### src/rtl/bkpt_pkg.sv
package bkpt_pkg;

  // bus_kind codes
  localparam logic [1:0] KIND_FETCH = 2'd0;
  localparam logic [1:0] KIND_READ  = 2'd1;
  localparam logic [1:0] KIND_WRITE = 2'd2;
  localparam logic [1:0] KIND_IDLE  = 2'd3;

  // control bits 7:6
  typedef enum logic [1:0] {
    SEL_RD_OR_WR = 2'b00,
    SEL_READ     = 2'b01,
    SEL_FETCH    = 2'b10,
    SEL_WRITE    = 2'b11
  } sel_e;

  // control bits 5:4
  typedef enum logic [1:0] {
    QUAL_EITHER = 2'b00,
    QUAL_BYTE   = 2'b01,
    QUAL_WORD   = 2'b10,
    QUAL_BOTH   = 2'b11
  } qual_e;

  typedef struct packed {
    sel_e       sel;
    qual_e      qual;
    logic       dce;
    logic [2:0] spare;
  } ctrl_t;

  localparam logic [7:0] OFS_CTRL = 8'h00;
  localparam logic [7:0] OFS_STAT = 8'h02;
  localparam logic [7:0] OFS_ADDR = 8'h04;
  localparam logic [7:0] OFS_DATA = 8'h06;

  localparam int STAT_FLAG_BIT = 0;
  localparam int STAT_IEN_BIT  = 1;

endpackage

### src/rtl/bkpt_regs.sv
module bkpt_regs
  import bkpt_pkg::*;
#(
  parameter int ADDR_W = 16,
  parameter int DATA_W = 16,
  parameter int REG_AW = 8
) (
  input  logic                  clk,
  input  logic                  rst,
  input  logic                  reg_wr,
  input  logic [REG_AW-1:0]     reg_addr,
  input  logic [DATA_W/8-1:0]   reg_be,
  input  logic [DATA_W-1:0]     reg_wdata,
  output logic [DATA_W-1:0]     reg_rdata,
  input  logic                  flag_i,
  output sel_e                  sel_o,
  output qual_e                 qual_o,
  output logic                  dce_o,
  output logic [ADDR_W-1:0]     bar_o,
  output logic [DATA_W-1:0]     bdr_o,
  output logic                  ien_o,
  output logic                  clr_o
);

  localparam int LANES   = DATA_W / 8;
  localparam int A_LANES = ADDR_W / 8;

  ctrl_t ctrl_q;
  logic  wr_ctrl, wr_stat, wr_addr, wr_data;
  logic [DATA_W-1:0] rd_next;

  always_comb begin
    wr_ctrl = reg_wr && (reg_addr == REG_AW'(OFS_CTRL));
    wr_stat = reg_wr && (reg_addr == REG_AW'(OFS_STAT));
    wr_addr = reg_wr && (reg_addr == REG_AW'(OFS_ADDR));
    wr_data = reg_wr && (reg_addr == REG_AW'(OFS_DATA));
  end

  always_ff @(posedge clk) begin
    if (rst) begin
      ctrl_q <= '0;
    end else if (wr_ctrl && reg_be[0]) begin
      ctrl_q <= ctrl_t'(reg_wdata[7:0]);
    end
  end

  always_ff @(posedge clk) begin
    if (rst) begin
      ien_o <= 1'b0;
    end else if (wr_stat && reg_be[0]) begin
      ien_o <= reg_wdata[STAT_IEN_BIT];
    end
  end

  // write-zero-to-clear request for the flag
  assign clr_o = wr_stat && reg_be[0] && !reg_wdata[STAT_FLAG_BIT];

  // break address: resettable, one lane per byte enable
  for (genvar i = 0; i < A_LANES; i++) begin : g_addr_lane
    always_ff @(posedge clk) begin
      if (rst) begin
        bar_o[i*8 +: 8] <= 8'h00;
      end else if (wr_addr && reg_be[i]) begin
        bar_o[i*8 +: 8] <= reg_wdata[i*8 +: 8];
      end
    end
  end

  // break data: no reset value, software must program it
  for (genvar i = 0; i < LANES; i++) begin : g_data_lane
    always_ff @(posedge clk) begin
      if (wr_data && reg_be[i]) begin
        bdr_o[i*8 +: 8] <= reg_wdata[i*8 +: 8];
      end
    end
  end

  always_comb begin
    rd_next = '0;
    case (reg_addr)
      REG_AW'(OFS_CTRL): rd_next[7:0] = ctrl_q;
      REG_AW'(OFS_STAT): begin
        rd_next[STAT_FLAG_BIT] = flag_i;
        rd_next[STAT_IEN_BIT]  = ien_o;
      end
      REG_AW'(OFS_ADDR): rd_next[ADDR_W-1:0] = bar_o;
      REG_AW'(OFS_DATA): rd_next = bdr_o;
      default:           rd_next = '0;
    endcase
  end

  always_ff @(posedge clk) begin
    if (rst) begin
      reg_rdata <= '0;
    end else begin
      reg_rdata <= rd_next;
    end
  end

  assign sel_o  = ctrl_q.sel;
  assign qual_o = ctrl_q.qual;
  assign dce_o  = ctrl_q.dce;

  assert_clear_only_on_write_R10 : assert property (@(posedge clk) disable iff (rst)
    clr_o |-> (reg_wr && reg_be[0]));

endmodule

### src/rtl/bkpt_match.sv
module bkpt_match
  import bkpt_pkg::*;
#(
  parameter int ADDR_W = 16,
  parameter int DATA_W = 16
) (
  input  logic              clk,
  input  logic              rst,
  input  logic              strobe_i,
  input  logic [1:0]        kind_i,
  input  logic              word_i,
  input  logic [ADDR_W-1:0] addr_i,
  input  logic [DATA_W-1:0] data_i,
  input  sel_e              sel_i,
  input  qual_e             qual_i,
  input  logic              dce_i,
  input  logic [ADDR_W-1:0] bar_i,
  input  logic [DATA_W-1:0] bdr_i,
  output logic              hit_q
);

  localparam int LANES = DATA_W / 8;
  localparam int TOP   = LANES - 1;

  logic [LANES-1:0] lane_eq;
  logic [LANES-1:0] lane_use;
  logic kind_ok, size_ok, addr_ok, data_ok;

  // Byte accesses and odd word accesses ride on the top lane only;
  // an even word access brings every lane into the compare.
  for (genvar i = 0; i < LANES; i++) begin : g_lane
    assign lane_eq[i] = (data_i[i*8 +: 8] == bdr_i[i*8 +: 8]);
    if (i == TOP) begin : g_top
      assign lane_use[i] = 1'b1;
    end else begin : g_low
      assign lane_use[i] = word_i && !addr_i[0];
    end
  end

  always_comb begin
    case (sel_i)
      SEL_FETCH:    kind_ok = (kind_i == KIND_FETCH);
      SEL_READ:     kind_ok = (kind_i == KIND_READ);
      SEL_WRITE:    kind_ok = (kind_i == KIND_WRITE);
      default:      kind_ok = (kind_i == KIND_READ) || (kind_i == KIND_WRITE);
    endcase
    case (qual_i)
      QUAL_BYTE:    size_ok = !word_i;
      QUAL_WORD:    size_ok = word_i;
      default:      size_ok = 1'b1;
    endcase
    addr_ok = (addr_i == bar_i);
    data_ok = !dce_i || (&(lane_eq | ~lane_use));
  end

  always_ff @(posedge clk) begin
    if (rst) begin
      hit_q <= 1'b0;
    end else begin
      hit_q <= strobe_i && kind_ok && size_ok && addr_ok && data_ok;
    end
  end

  assert_hit_after_strobe_R8 : assert property (@(posedge clk) disable iff (rst)
    hit_q |-> $past(strobe_i));

  assert_idle_never_hits_R3 : assert property (@(posedge clk) disable iff (rst)
    hit_q |-> ($past(kind_i) != KIND_IDLE));

endmodule

### src/rtl/bkpt_flag.sv
module bkpt_flag (
  input  logic clk,
  input  logic rst,
  input  logic hit_i,
  input  logic clr_i,
  input  logic ien_i,
  output logic flag_o,
  output logic irq_o
);

  logic flag_d;

  // a hit outranks a software clear on the same edge
  assign flag_d = hit_i || (flag_o && !clr_i);

  always_ff @(posedge clk) begin
    if (rst) begin
      flag_o <= 1'b0;
      irq_o  <= 1'b0;
    end else begin
      flag_o <= flag_d;
      irq_o  <= flag_d && ien_i;
    end
  end

  assert_flag_rise_from_hit_R8 : assert property (@(posedge clk) disable iff (rst)
    $rose(flag_o) |-> $past(hit_i));

  assert_flag_sticky_R10 : assert property (@(posedge clk) disable iff (rst)
    (flag_o && !clr_i) |=> flag_o);

  assert_hit_beats_clear_R11 : assert property (@(posedge clk) disable iff (rst)
    (hit_i && clr_i) |=> flag_o);

  assert_irq_needs_flag_R9 : assert property (@(posedge clk) disable iff (rst)
    irq_o |-> flag_o);

  assert_irq_needs_enable_R9 : assert property (@(posedge clk) disable iff (rst)
    !ien_i |=> !irq_o);

endmodule

### src/rtl/bkpt_unit.sv
module bkpt_unit
  import bkpt_pkg::*;
#(
  parameter int ADDR_W = 16,
  parameter int DATA_W = 16,
  parameter int REG_AW = 8
) (
  input  logic                clk,
  input  logic                rst,
  input  logic                reg_wr,
  input  logic [REG_AW-1:0]   reg_addr,
  input  logic [DATA_W/8-1:0] reg_be,
  input  logic [DATA_W-1:0]   reg_wdata,
  output logic [DATA_W-1:0]   reg_rdata,
  input  logic                bus_strobe,
  input  logic [1:0]          bus_kind,
  input  logic                bus_word,
  input  logic [ADDR_W-1:0]   bus_addr,
  input  logic [DATA_W-1:0]   bus_data,
  output logic                brk_irq
);

  sel_e              sel;
  qual_e             qual;
  logic              dce, ien, clr, hit, flag;
  logic [ADDR_W-1:0] bar;
  logic [DATA_W-1:0] bdr;

  bkpt_regs #(.ADDR_W(ADDR_W), .DATA_W(DATA_W), .REG_AW(REG_AW)) u_regs (
    .clk(clk), .rst(rst),
    .reg_wr(reg_wr), .reg_addr(reg_addr), .reg_be(reg_be),
    .reg_wdata(reg_wdata), .reg_rdata(reg_rdata),
    .flag_i(flag),
    .sel_o(sel), .qual_o(qual), .dce_o(dce),
    .bar_o(bar), .bdr_o(bdr), .ien_o(ien), .clr_o(clr)
  );

  bkpt_match #(.ADDR_W(ADDR_W), .DATA_W(DATA_W)) u_match (
    .clk(clk), .rst(rst),
    .strobe_i(bus_strobe), .kind_i(bus_kind), .word_i(bus_word),
    .addr_i(bus_addr), .data_i(bus_data),
    .sel_i(sel), .qual_i(qual), .dce_i(dce),
    .bar_i(bar), .bdr_i(bdr),
    .hit_q(hit)
  );

  bkpt_flag u_flag (
    .clk(clk), .rst(rst),
    .hit_i(hit), .clr_i(clr), .ien_i(ien),
    .flag_o(flag), .irq_o(brk_irq)
  );

endmodule

### config.mk
export PLATFORM = sky130hd
export DESIGN_NAME = bkpt_unit
export DESIGN_NICKNAME = d
export VERILOG_FILES = /design/src/rtl/bkpt_pkg.sv /design/src/rtl/bkpt_regs.sv /design/src/rtl/bkpt_match.sv /design/src/rtl/bkpt_flag.sv /design/src/rtl/bkpt_unit.sv
export SDC_FILE = /design/constraint.sdc
export NUM_CORES = 1
export LEC_CHECK = 0
export BUFFER_PORTS_ARGS = -buffer_cell sky130_fd_sc_hd__clkbuf_2
export CORE_MARGIN = 4
export CORE_UTILIZATION = 46
export DETAILED_ROUTE_END_ITERATION = 8
export GPL_TIMING_DRIVEN = 1
export MAX_ROUTING_LAYER = met4
export PLACE_DENSITY_LB_ADDON = 0.25
export SYNTH_ARGS = -nofsm -noshare
export SYNTH_HDL_FRONTEND = slang
export SYNTH_SLANG_ARGS = --single-unit
### constraint.sdc
create_clock -name clk -period 2.57 [get_ports clk]
set_input_delay 0.771 -clock clk [delete_from_list [all_inputs] [get_ports clk]]
set_output_delay 0.771 -clock clk [all_outputs]
set_load 0.05 [all_outputs]
### Yosys cells after proc, flatten, opt, wreduce, memory -nomap -nowiden

Cells that the tools add are included.
Widths: inputs -> output; s select.

| storage, ports and cells | value |
|---|---|
| output and inout bits | 17 |
| bits in registers | 60 |
| word-level logic and storage cells | 62 |
| bits of input ports | 65 |

| cells by class | value |
|---|---|
| multiplexer cells | 5 |
| bitwise gates (word level) | 2 |
| reduce and logical (&&, ||, !) cells | 29 |
| eq/ne operators | 13 |

Operator list:

| kind | number |
|---|---|
| $logic_and 1x1->1 | 18 |
| $pmux 6 s3 | 1 |
| $eq 16x16->1 | 1 |
| $eq 8x3->1 const B | 2 |
| $eq 8x8->1 | 2 |
| $pmux 8 s2 | 1 |
| $eq 2x2->1 const B | 4 |
| $eq 8x2->1 const B | 1 |
| $logic_not 8->1 | 1 |
| $pmux 2 s4 | 1 |
| $eq 2x1->1 const B | 3 |
| $logic_not 1->1 | 5 |
| $logic_or 1x1->1 | 3 |
| $pmux 1 s3 | 1 |
| $logic_not 2->1 | 1 |
| $not 2->2 | 1 |
| $or 2x2->2 | 1 |
| $pmux 1 s2 | 1 |
| $reduce_and 2->1 | 1 |

### Logic depth before layout (Yosys ltp)

Gate-level depths: netlist (run 1).

| depth | value |
|---|---|
| word-level depth | 8 |
| gate-level depth with buffers | 6 |
| depth with buffers taken out | 5 |

### Cells and area by module

A second synthesis (run 1) with hierarchy kept.

| unflattened totals | value |
|---|---|
| cells, all modules | 284 |
| area, all modules | 3044.2 um^2 |

Modules (own cells, without submodules):

| module | seq. area each (um^2) | area each (um^2) | instances | cells each |
|---|---|---|---|---|
| bkpt_regs | 1301.2 | 2439.8 | 1 | 218 |
| bkpt_match | 20.0 | 530.5 | 1 | 59 |
| bkpt_flag | 40.0 | 73.8 | 1 | 7 |

### Worst setup path before layout (run 1)

OpenSTA, ideal clock, no wires.

| timing | value |
|---|---|
| path kind | input-to-reg |
| start point | input port reg_addr[7] |
| end point | register u_regs.bdr_o[0], enable pin |
| buffers on the path | 1 |
| setup time | 0.332 ns |
| arrival | 2.175 ns |
| stages | 4 |
| data required time | 2.238 ns |
| setup slack | 0.063 ns |
| cells stage by stage | or4_1 buf_2 nor3_2 and3_1 |

| between the ends | value |
|---|---|
| longest elaborated chain between the ends | 3 |

Ends and longest elaborated chain:

| item | line | text |
|---|---|---|
| start, declared | bkpt_unit.sv:11 | `input logic [REG_AW-1:0] reg_addr,` |
| $eq 8x3->1 | bkpt_regs.sv:36 | `wr_data = reg_wr && (reg_addr == REG_AW'(OFS_DATA));` |
| $logic_and 1x1->1 | bkpt_regs.sv:36 |  |
| $logic_and 1x1->1 | bkpt_regs.sv:72 | `if (wr_data && reg_be[i]) begin` |
| end signal, assigned by index | bkpt_regs.sv:73 | `bdr_o[i*8 +: 8] <= reg_wdata[i*8 +: 8];` |
| end, declared | bkpt_regs.sv:20 | `output logic [DATA_W-1:0] bdr_o,` |

No other way between the ends.
A chain may end at the register's enable or synchronous reset.

### Worst setup path in the final report (run 1)

| timing | value |
|---|---|
| start point | input port reg_addr[7] |
| end point | register u_flag.irq_o |

| between the ends | value |
|---|---|
| longest elaborated chain between the ends | 8 |

Ends and longest elaborated chain:

| item | line | text |
|---|---|---|
| $eq 8x2->1 | bkpt_regs.sv:34 | `wr_stat = reg_wr && (reg_addr == REG_AW'(OFS_STAT));` |
| $logic_and 1x1->1 | bkpt_regs.sv:34 |  |
| $logic_and 1x1->1 (2 in series) | bkpt_regs.sv:56 | `assign clr_o = wr_stat && reg_be[0] && !reg_wdata[STAT_FLAG_BIT];` |
| $logic_not 1->1 | bkpt_flag.sv:14 | `assign flag_d = hit_i \|\| (flag_o && !clr_i);` |
| $logic_and 1x1->1 | bkpt_flag.sv:14 |  |
| $logic_or 1x1->1 | bkpt_flag.sv:14 |  |
| $logic_and 1x1->1 | bkpt_flag.sv:22 | `irq_o <= flag_d && ien_i;` |
| end signal, assigned | bkpt_flag.sv:22 |  |
| end, declared | bkpt_flag.sv:8 | `output logic irq_o` |

No other way between the ends.

==> results of run 1 <==
==> worst max-delay path by stage <==
stage / startpoint / end / slack [ns] / cells past startpoint
after floorplan: reg_addr[7] / u_regs.bdr_o[0] / 0.06 / 4
after global placement: reg_addr[7] / u_regs.bdr_o[13] / 0.11 / 4
after detailed placement: reg_addr[7] / u_regs.bdr_o[12] / 0.08 / 4
after CTS: reg_addr[7] / u_flag.irq_o / 0.42 / 6
after global routing: reg_addr[7] / u_regs.bdr_o[13] / 0.30 / 4
final: reg_addr[7] / u_flag.irq_o / 0.40 / 6
==> power groups by stage <==
stage / logic [uW] / clock network, uW / registers [uW]
final: 133 / 906 / 970
after CTS: 134 / 916 / 970
after global routing: 147 / 967 / 969
after detailed placement: 133 / 0 / 991
after global placement: 132 / 0 / 991
after floorplan: 53.6 / 0 / 992
==> per-layer routing <==
layer | GRT usage, % | share of wire (%) | up-vias
met5 | - | 0 | -
met4 | 8.48 | 2.1 | 0
met2 | 31.6 | 49 | 64
met1 | 23.3 | 43 | 1006
met3 | 6.67 | 5.8 | 10
li1 | - | - | 1047
==> cell usage in the layout, fill, tap and decap left out, types with 2 or more instances in the layout <==
master	Yosys	routed
clkbuf_2	0	81
nor2_1	47	47
dfxtp_1	44	44
xor2_1	32	32
mux2i_1	31	31
edfxtp_1	16	16
nor4_1	9	9
clkbuf_8	0	9
buf_4	0	9
a22oi_1	8	8
a31oi_1	6	6
inv_1	5	5
ha_1	5	5
and2_1	4	4
nand2_1	3	3
mux4_2	3	3
and3_1	2	2
nand4_1	2	2
a211oi_1	2	2
nor3_1	2	2
clkbuf_1	7	2
bufinv_16	0	2
buf_12	0	2
==> flip-flops by register name (all words and copies together), names as in the netlist <==
signal,cells
u_regs.sel_o,2
u_regs.reg_rdata,16
u_match.hit_q,1
u_regs.ctrl_q,3
u_regs.ien_o,1
u_flag.irq_o,1
u_regs.bar_o,16
u_regs.dce_o,1
u_regs.qual_o,2
u_regs.bdr_o,16
u_flag.flag_o,1
==> synth_stat cells (3+ instances only) <==
cell,instances,share of area (%)
and2_1,4,0.94
a22oi_1,8,2.3
inv_1,5,0.70
nor4_1,9,2.1
clkbuf_1,7,0.98
nor2_1,47,6.6
edfxtp_1,16,18
a31oi_1,6,1.4
mux4_2,3,2.5
ha_1,5,2.3
xor2_1,32,11
dfxtp_1,44,33
mux2i_1,31,12
nand2_1,3,0.42
==> final cells by class <==
type	instances	area share, %
Clock inverter	5	2.22
Clock buffer	11	3.82
Tap cell	72	2.62
Sequential cell	60	39.6
Multi-Input combinational cell	168	36.2
Inverter	5	0.546
Timing Repair Buffer	92	14.9
==> worst reg2reg max path, stage by stage, from the launching register on <==
cell	delay (ns)
edfxtp_1	0.41
xor2_1	0.18
nor4_1	0.42
a211oi_1	0.14
a2111oi_0	0.38
==> kinds of logic after synthesis <==
logic type | after synthesis
AND/OR/NAND/NOR | 77
adder cells (fa/ha/maj) | 5
XOR/XNOR | 32
AO/OA/AOI/OAI | 19
flip-flops | 60
multiplexers | 35
buffers and inverters | 16
==> per-stage QoR <==
stage	cells	setup slack [ns]	utilization [%]	instance area (um^2)
after global placement	397	0.115	57.9	3230
after CTS	413	0.416	61.6	3440
after global routing	413	0.297	61.6	3440
after floorplan	244	0.0632	-	2670
after detailed placement	397	0.0786	57.9	3230
final	413	0.400	61.6	3440
==> qor.yml, run 1 <==
global_route:
  grt_use_total_pct: 20.0
  antenna_found_initial: 0
  grt_max_degree: 19
  grt_pass1_wl_um: 10600
  overflow: 0
  grt_pass1_vias: 2219
floorplanning:
  core_area_um2: 5570
  die_area_um2: 7080
  start_util_pct: 47.9
  fp-row-count: 27
  die_w_um: 84.2
  io_pins: 82
  fp.dieH_um: 84.2
timing:
  tightest_slew_ns: 0.631
  hold_viol: 0
  fin_crit_ns: 2.17
  fin_crit_sh_pct: 84.4
  timing.hold.ws_ns: 0.492
  timing.fmax_mhz: 461
  max_slew_margin_pct: 57.7
  rsz0062_at_grt: "false"
  clock-skew-final_ns: 0.00744
  tns_ns: 0
  setup_viol: 0
  finalMaxSlewViolations: 0
pwr:
  leakage_uw: 0.00158
  pwr-share-clk_pct: 45.1
  p_total_uw: 2010
  p_per_area_nw_per_um2: 585
  max-vdd-ir-drop_uv: 386
  switching_share_pct: 21.6
  power_switching_uw: 434
  pwr-share-seq_pct: 48.3
  pwr-share-comb_pct: 6.6
  power.internal_uw: 1570
yosys:
  synth_top_family_by_area: "multiplexers"
  synth_seq_cells: 60
  synth_edf_count: 16
  ys_types: 32
  synth-simple-area-share_pct: 14.2
  synth_compound_area_share_pct: 5.06
  async_flop_share_pct: 0
  muxShareOfSynthArea_pct: 14.6
  synth_fa_ha_area_share_pct: 2.34
  ys_warn_count: 0
  synth_ff_type: "dfxtp_1"
  synth_nets: 314
  ys_seq_area_share_pct: 51.0
  synth.avg_cell_area_um2: 10.9
  netlist_instances: 244
  netlist_area_um2: 2670
  synthXorXnorAreaFrac_pct: 10.5
cts:
  clkLatencyLatePin_ns: 0.34
  cts_buffers: 9
  cts_hold_buf: 0
  clk_pin_slew_worst_paths_ns: 0.07
  clock_sinks: 60
  cts_setup_buffers: 0
  clockBufferDepth: 2
  cts-resized-gates: 0
  cts_root_buf: "clkbuf_8"
  cts_tree: "yes"
  htreeDepth: 3
worst_setup_path:
  critPathKind: "primary input to flop"
  cp_cell_sequence: "clkbuf_2 > or4_1 > buf_4 > nor4_1 > a211oi_1 > and2_1"
  required_ns: 2.80
  start_kind: "primary input"
  arrival_ns: 2.40
  crit_path_max_incr_delay_ns: 0.58
  critPathTopFamily: "simple AND/OR/NAND/NOR gates"
  crit_fanout: 3
  crit_slowest_cell: "or4_1"
  r2r_cells: 4
  cp-end-kind: "flop"
  ff2ff_setup_slack_ns: 0.92
  timing.rr.start: "u_regs.bdr_o[7]"
  path_buf_inv: 2
  r2r-end: "u_match.hit_q"
final_layout:
  fill_cells: 478
  diodes: 0
  multiInputGateArea_um2: 1240
  final_net_count: 406
  area_growth_pct: 28.7
  drive_gt1_share_pct: 32.8
  regArea_um2: 1360
detailed_routing:
  vias: 2127
  drtIter0Drc: 93
  routed_wl_um: 6410
  ant_nets: 0
  vias_per_cell: 5.15
  detail_route.first_pass.iterations: 6
  routedWlPerCell_um: 15.5
  route.detailed.drc: 0
run_status:
  status: "finished clean"
min_path:
  min_from: "u_regs.ien_o"
  hold-path-endpoint: "u_flag.irq_o"
  hp-class: "flop to flop"
  worstHoldPathCells: 1
placement:
  dp_hpwl_um: 4900
  port_buffers: 81
  routabilityCongestion: 0.816
job:
  drv_cap: 0
Note: power is estimated with default switching activity, not from simulation.
==> inputs of run 2 (changes only) <==
--- a/config.mk
+++ b/config.mk
@@ -7,7 +7,7 @@
 export LEC_CHECK = 0
 export BUFFER_PORTS_ARGS = -buffer_cell sky130_fd_sc_hd__clkbuf_2
 export CORE_MARGIN = 4
-export CORE_UTILIZATION = 46
+export CORE_UTILIZATION = 51
 export DETAILED_ROUTE_END_ITERATION = 8
 export GPL_TIMING_DRIVEN = 1
 export MAX_ROUTING_LAYER = met4
==> constraint.sdc (replaced) <==
create_clock -name clk -period 2.1 [get_ports clk]
set_input_delay 0.63 -clock clk [delete_from_list [all_inputs] [get_ports clk]]
set_output_delay 0.63 -clock clk [all_outputs]
set_load 0.05 [all_outputs]
==> run 2 against run 1 <==
Hold slack gained 0.00094 ns. Non-clock buffer count grew 3. First-iteration DRC count grew 13%.
==> qor.yml, run 2 (synthesized netlist as in run 1, its figures left out) <==
detailed_routing:
  vias_per_cell: 5.15
  routed_wl_um: 6430
  drtIter0Drc: 105
  detail_route.first_pass.iterations: 4
  route.detailed.drc: 0
  vias: 2126
  ant_nets: 0
  routedWlPerCell_um: 15.6
timing:
  fin_crit_sh_pct: 86.8
  timing.hold.ws_ns: 0.493
  rsz0062_at_grt: "false"
  fin_ws_ns: 0.278
  clock-skew-final_ns: 0.00748
  tightest_slew_ns: 0.450
  fin_crit_ns: 1.82
  max_slew_margin_pct: 69.8
  timing.fmax_mhz: 549
  setup_viol: 0
  hold_viol: 0
  finalMaxSlewViolations: 0
global_route:
  overflow: 0
  antenna_found_initial: 0
  grt_pass1_wl_um: 10200
  grt_use_total_pct: 21.8
  grt_pass1_vias: 2145
  grt_max_degree: 20
placement:
  port_buffers: 81
  preCtsSetupSlack_ns: -0.0156
  dp.cells: 398
  dp_hpwl_um: 4910
  routabilityCongestion: 0.862
worst_setup_path:
  arrival_ns: 1.84
  r2r_cells: 4
  crit_fanout: 8
  required_ns: 2.12
  cp-end-kind: "flop"
  cp_cell_sequence: "clkbuf_2 > or4_4 > nor3_4 > and3_4"
  critPathKind: "primary input to flop"
  crit_slowest_cell: "or4_4"
  crit_path_max_incr_delay_ns: 0.58
  start_kind: "primary input"
job:
  drv_cap: 0
pwr:
  max-vdd-ir-drop_uv: 415
  pwr-share-seq_pct: 54.2
  switching_share_pct: 23.2
  leakage_uw: 0.00158
  p_per_area_nw_per_um2: 642
  pwr-share-comb_pct: 7.7
  power.internal_uw: 1680
  pwr-share-clk_pct: 38.1
  power_switching_uw: 507
final_layout:
  area_growth_pct: 27.8
  final_net_count: 409
  drive_gt1_share_pct: 34.4
  layout_common_cells: "clkbuf_2 (81), nor2_1 (47), dfxtp_1 (44)"
  diodes: 0
  final_common_cell: "clkbuf_2"
  top_regs: "u_regs.bar_o (16), u_regs.bdr_o (16), u_regs.reg_rdata (16)"
  stdcell_count: 413
min_path:
  worstHoldPathCells: 1
  hp-class: "flop to flop"
cts:
  cts_buffers: 9
  clk_pin_slew_worst_paths_ns: 0.06
  clkLatencyLatePin_ns: 0.32
  cts_tree: "yes"
  cts_root_buf: "clkbuf_8"
  clockBufferDepth: 2
  htreeDepth: 3
  cts-resized-gates: 0
  cts_setup_buffers: 0
  clock_sinks: 60
  cts_hold_buf: 0
floorplanning:
  io_pins: 82
  die_w_um: 80.3
  fp.dieH_um: 80.3
  die_area_um2: 6450
  start_util_pct: 52.6
  core_area_um2: 5070
  fp-row-count: 26
run_status:
  status: "finished clean"
## run 2: area by class of cell
cell class / instances / area [um^2]
repair buffers: 95 / 523
multi-input cells: 168 / 1270
clock buffers: 12 / 135
inverters: 5 / 18.8
fillers: 420 / 1660
well taps: 70 / 87.6
clock inverters: 3 / 15.0
flip-flops and latches: 60 / 1360
## run 2: critical path, delay by kind of cell
family | cells | cell delay [ns]
and+or+nand+nor | 3 | 1.11
buffers and inverters | 1 | 0.09
## run 2: power by group through the flow
| stage | Combinational (uW) | Sequential (uW) | Clock (uW) |
|---|---|---|---|
| 2_1_floorplan | 68.2 | 1210 | 0 |
| 3_3_place_gp | 166 | 1210 | 0 |
| 3_5_place_dp | 168 | 1210 | 0 |
| 4_1_cts | 169 | 1190 | 847 |
| 5_1_grt | 184 | 1190 | 902 |
| 6_report | 169 | 1190 | 833 |
## run 2: final timing paths
kind	slack (ns)	endpoint	start
worst max-delay path	0.28	u_regs.bdr_o[5]	reg_addr[7]
worst min-delay path	0.49	u_flag.irq_o	u_regs.ien_o
worst max register to register	0.42	u_match.hit_q	u_regs.bdr_o[7]
worst min register to register	0.49	u_flag.irq_o	u_regs.ien_o
## run 2: metal layers
layer	global-route usage (%)	wire length [um]	vias up
met2	33.9	3100	72
li1	-	-	1055
met3	4.04	398	5
met1	28.5	2870	994
met4	8.11	61	0
met5	-	0	-
## run 2: metrics by stage
| step | utilization [%] | power, uW | area, um^2 | setup TNS [ns] |
|---|---|---|---|---|
| floorplan | - | 1280 | 2700 | -0.498 |
| global placement | 64.3 | 1380 | 3260 | 0 |
| detailed placement | 64.3 | 1380 | 3260 | -0.123 |
| CTS | 67.2 | 2200 | 3410 | 0 |
| global route | 67.2 | 2270 | 3410 | 0 |
| finish | 67.2 | 2190 | 3410 | 0 |
==> inputs of run 3 (changes only) <==
--- a/config.mk
+++ b/config.mk
@@ -6,8 +6,10 @@
 export NUM_CORES = 1
 export LEC_CHECK = 0
 export BUFFER_PORTS_ARGS = -buffer_cell sky130_fd_sc_hd__clkbuf_2
+export CORE_ASPECT_RATIO = 0.6
 export CORE_MARGIN = 4
-export CORE_UTILIZATION = 51
+export CORE_UTILIZATION = 53
+export CTS_BUF_LIST = sky130_fd_sc_hd__clkbuf_8
 export DETAILED_ROUTE_END_ITERATION = 8
 export GPL_TIMING_DRIVEN = 1
 export MAX_ROUTING_LAYER = met4
==> run 3 against run 2 <==
Final area barely moved. Sequential power hardly changed. Sequential cell count did not move. Critical path depth is 2 higher.
==> qor.yml, run 3 (synthesized netlist as in run 1, its figures left out) <==
min_path:
  hp-class: "primary input to flop"
pwr:
  p_per_area_nw_per_um2: 670
  switching_share_pct: 21.8
  power_switching_uw: 498
  power.internal_uw: 1790
  pwr-share-comb_pct: 7.5
  leakage_uw: 0.00160
  max-vdd-ir-drop_uv: 442
  p_total_uw: 2290
  pwr-share-clk_pct: 40.6
  pwr-share-seq_pct: 51.9
placement:
  preCtsSetupSlack_ns: 0.00506
  dp_hpwl_um: 5070
  dp.cells: 389
  port_buffers: 81
  routabilityCongestion: 0.966
final_layout:
  layout_common_cells: "clkbuf_2 (81), nor2_1 (47), dfxtp_1 (44)"
  final_net_count: 407
  top_regs: "u_regs.bar_o (16), u_regs.bdr_o (16), u_regs.reg_rdata (16)"
  final_common_cell: "clkbuf_2"
  drive_gt1_share_pct: 33.3
  fill_cells: 352
  utilization_pct: 72.5
  regArea_um2: 1360
  multiInputGateArea_um2: 1270
  area_growth_pct: 27.9
  diodes: 0
  stdcell_count: 405
timing:
  hold_viol: 0
  tightest_slew_ns: 0.541
  clock-skew-final_ns: 0.00407
  timing.fmax_mhz: 561
  max_slew_margin_pct: 63.7
  fin_ws_ns: 0.316
  rsz0062_at_grt: "false"
  fin_crit_ns: 1.78
  tns_ns: 0
  finalMaxSlewViolations: 0
  setup_viol: 0
  fin_crit_sh_pct: 84.9
detailed_routing:
  vias: 2143
  drtIter0Drc: 116
  route.detailed.drc: 0
  ant_nets: 0
  vias_per_cell: 5.29
  routed_wl_um: 6460
  detail_route.first_pass.iterations: 4
  routedWlPerCell_um: 15.9
cts:
  clk_pin_slew_worst_paths_ns: 0.06
  cts-resized-gates: 0
  cts_tree: "yes"
  clkLatencyLatePin_ns: 0.33
  clockBufferDepth: 2
  cts_setup_buffers: 0
  cts_hold_buf: 0
  cts_buffers: 9
  clock_sinks: 60
  cts_root_buf: "clkbuf_8"
  htreeDepth: 3
worst_setup_path:
  crit_fanout: 4
  required_ns: 2.31
  ff2ff_setup_slack_ns: 0.56
  endpoint: "u_regs.ien_o"
  start_kind: "primary input"
  critPathKind: "primary input to flop"
  crit_start: "reg_addr[7]"
  timing.rr.start: "u_regs.bar_o[3]"
  arrival_ns: 2.00
  cp-end-kind: "flop"
  r2r_cells: 4
  r2r-end: "u_match.hit_q"
floorplanning:
  fp.dieH_um: 63.0
  core_area_um2: 4710
  io_pins: 82
  fp-row-count: 19
  die_w_um: 99.6
  die_area_um2: 6270
  start_util_pct: 56.7
global_route:
  overflow: 0
  antenna_found_initial: 0
  grt_max_degree: 25
  grt_use_total_pct: 22.6
  grt_pass1_vias: 2134
  grt_pass1_wl_um: 10500
run_status:
  status: "finished clean"
job:
  drv_cap: 0
-- run 3: worst min-delay path by stage --
stage	start	end	cells past startpoint
6_report	reg_wdata[13]	u_regs.bdr_o[13]	1
5_1_grt	reg_wdata[8]	u_regs.bdr_o[8]	1
4_1_cts	reg_wdata[10]	u_regs.bdr_o[10]	1
3_5_place_dp	u_regs.ien_o	u_flag.irq_o	1
3_3_place_gp	u_regs.ctrl_q[1]	u_regs.ctrl_q[1]	2
2_1_floorplan	u_regs.ien_o	u_flag.irq_o	1
-- run 3: critical path, cell delays in order --
cell and delay [ns]:
clkbuf_2 0.09, or4_4 0.58, nor4_1 0.29, buf_4 0.17, mux2i_1 0.17, nor2_1 0.05
-- run 3: through the flow --
stage | area, um^2 | hold WS (ns)
final | 3410 | 0.495
after global routing | 3410 | 0.467
after floorplan | 2700 | 0.446
after detailed placement | 3240 | 0.488
after global placement | 3240 | 0.472
after CTS | 3410 | 0.477
-- run 3: metal layers --
metal	GRT usage, %	part of all wire (%)	vias to the layer above	wire length (um)
li1	-	-	1047	-
met1	30.8	46	995	2970
met2	31.2	42	93	2740
met3	9.03	11	8	679
met4	6.13	1.1	0	68
met5	-	0	-	0
-- run 3: area by class of cell --
cell class | count | area share, %
sequential | 60 | 39.9
clock buffer | 9 | 3.63
timing repair buffer | 93 | 14.9
tap | 63 | 2.31
clock inverter | 7 | 1.54
multi-input combinational | 168 | 37.2
inverter | 5 | 0.550
-- run 3: power by group through the flow --
stage               logic (uW)  registers, uW  clock network, uW
CTS                        171           1190                950
global placement           166           1210                  0
finish                     171           1190                929
global route               186           1190               1020
detailed placement         170           1210                  0
floorplan                 68.2           1210                  0
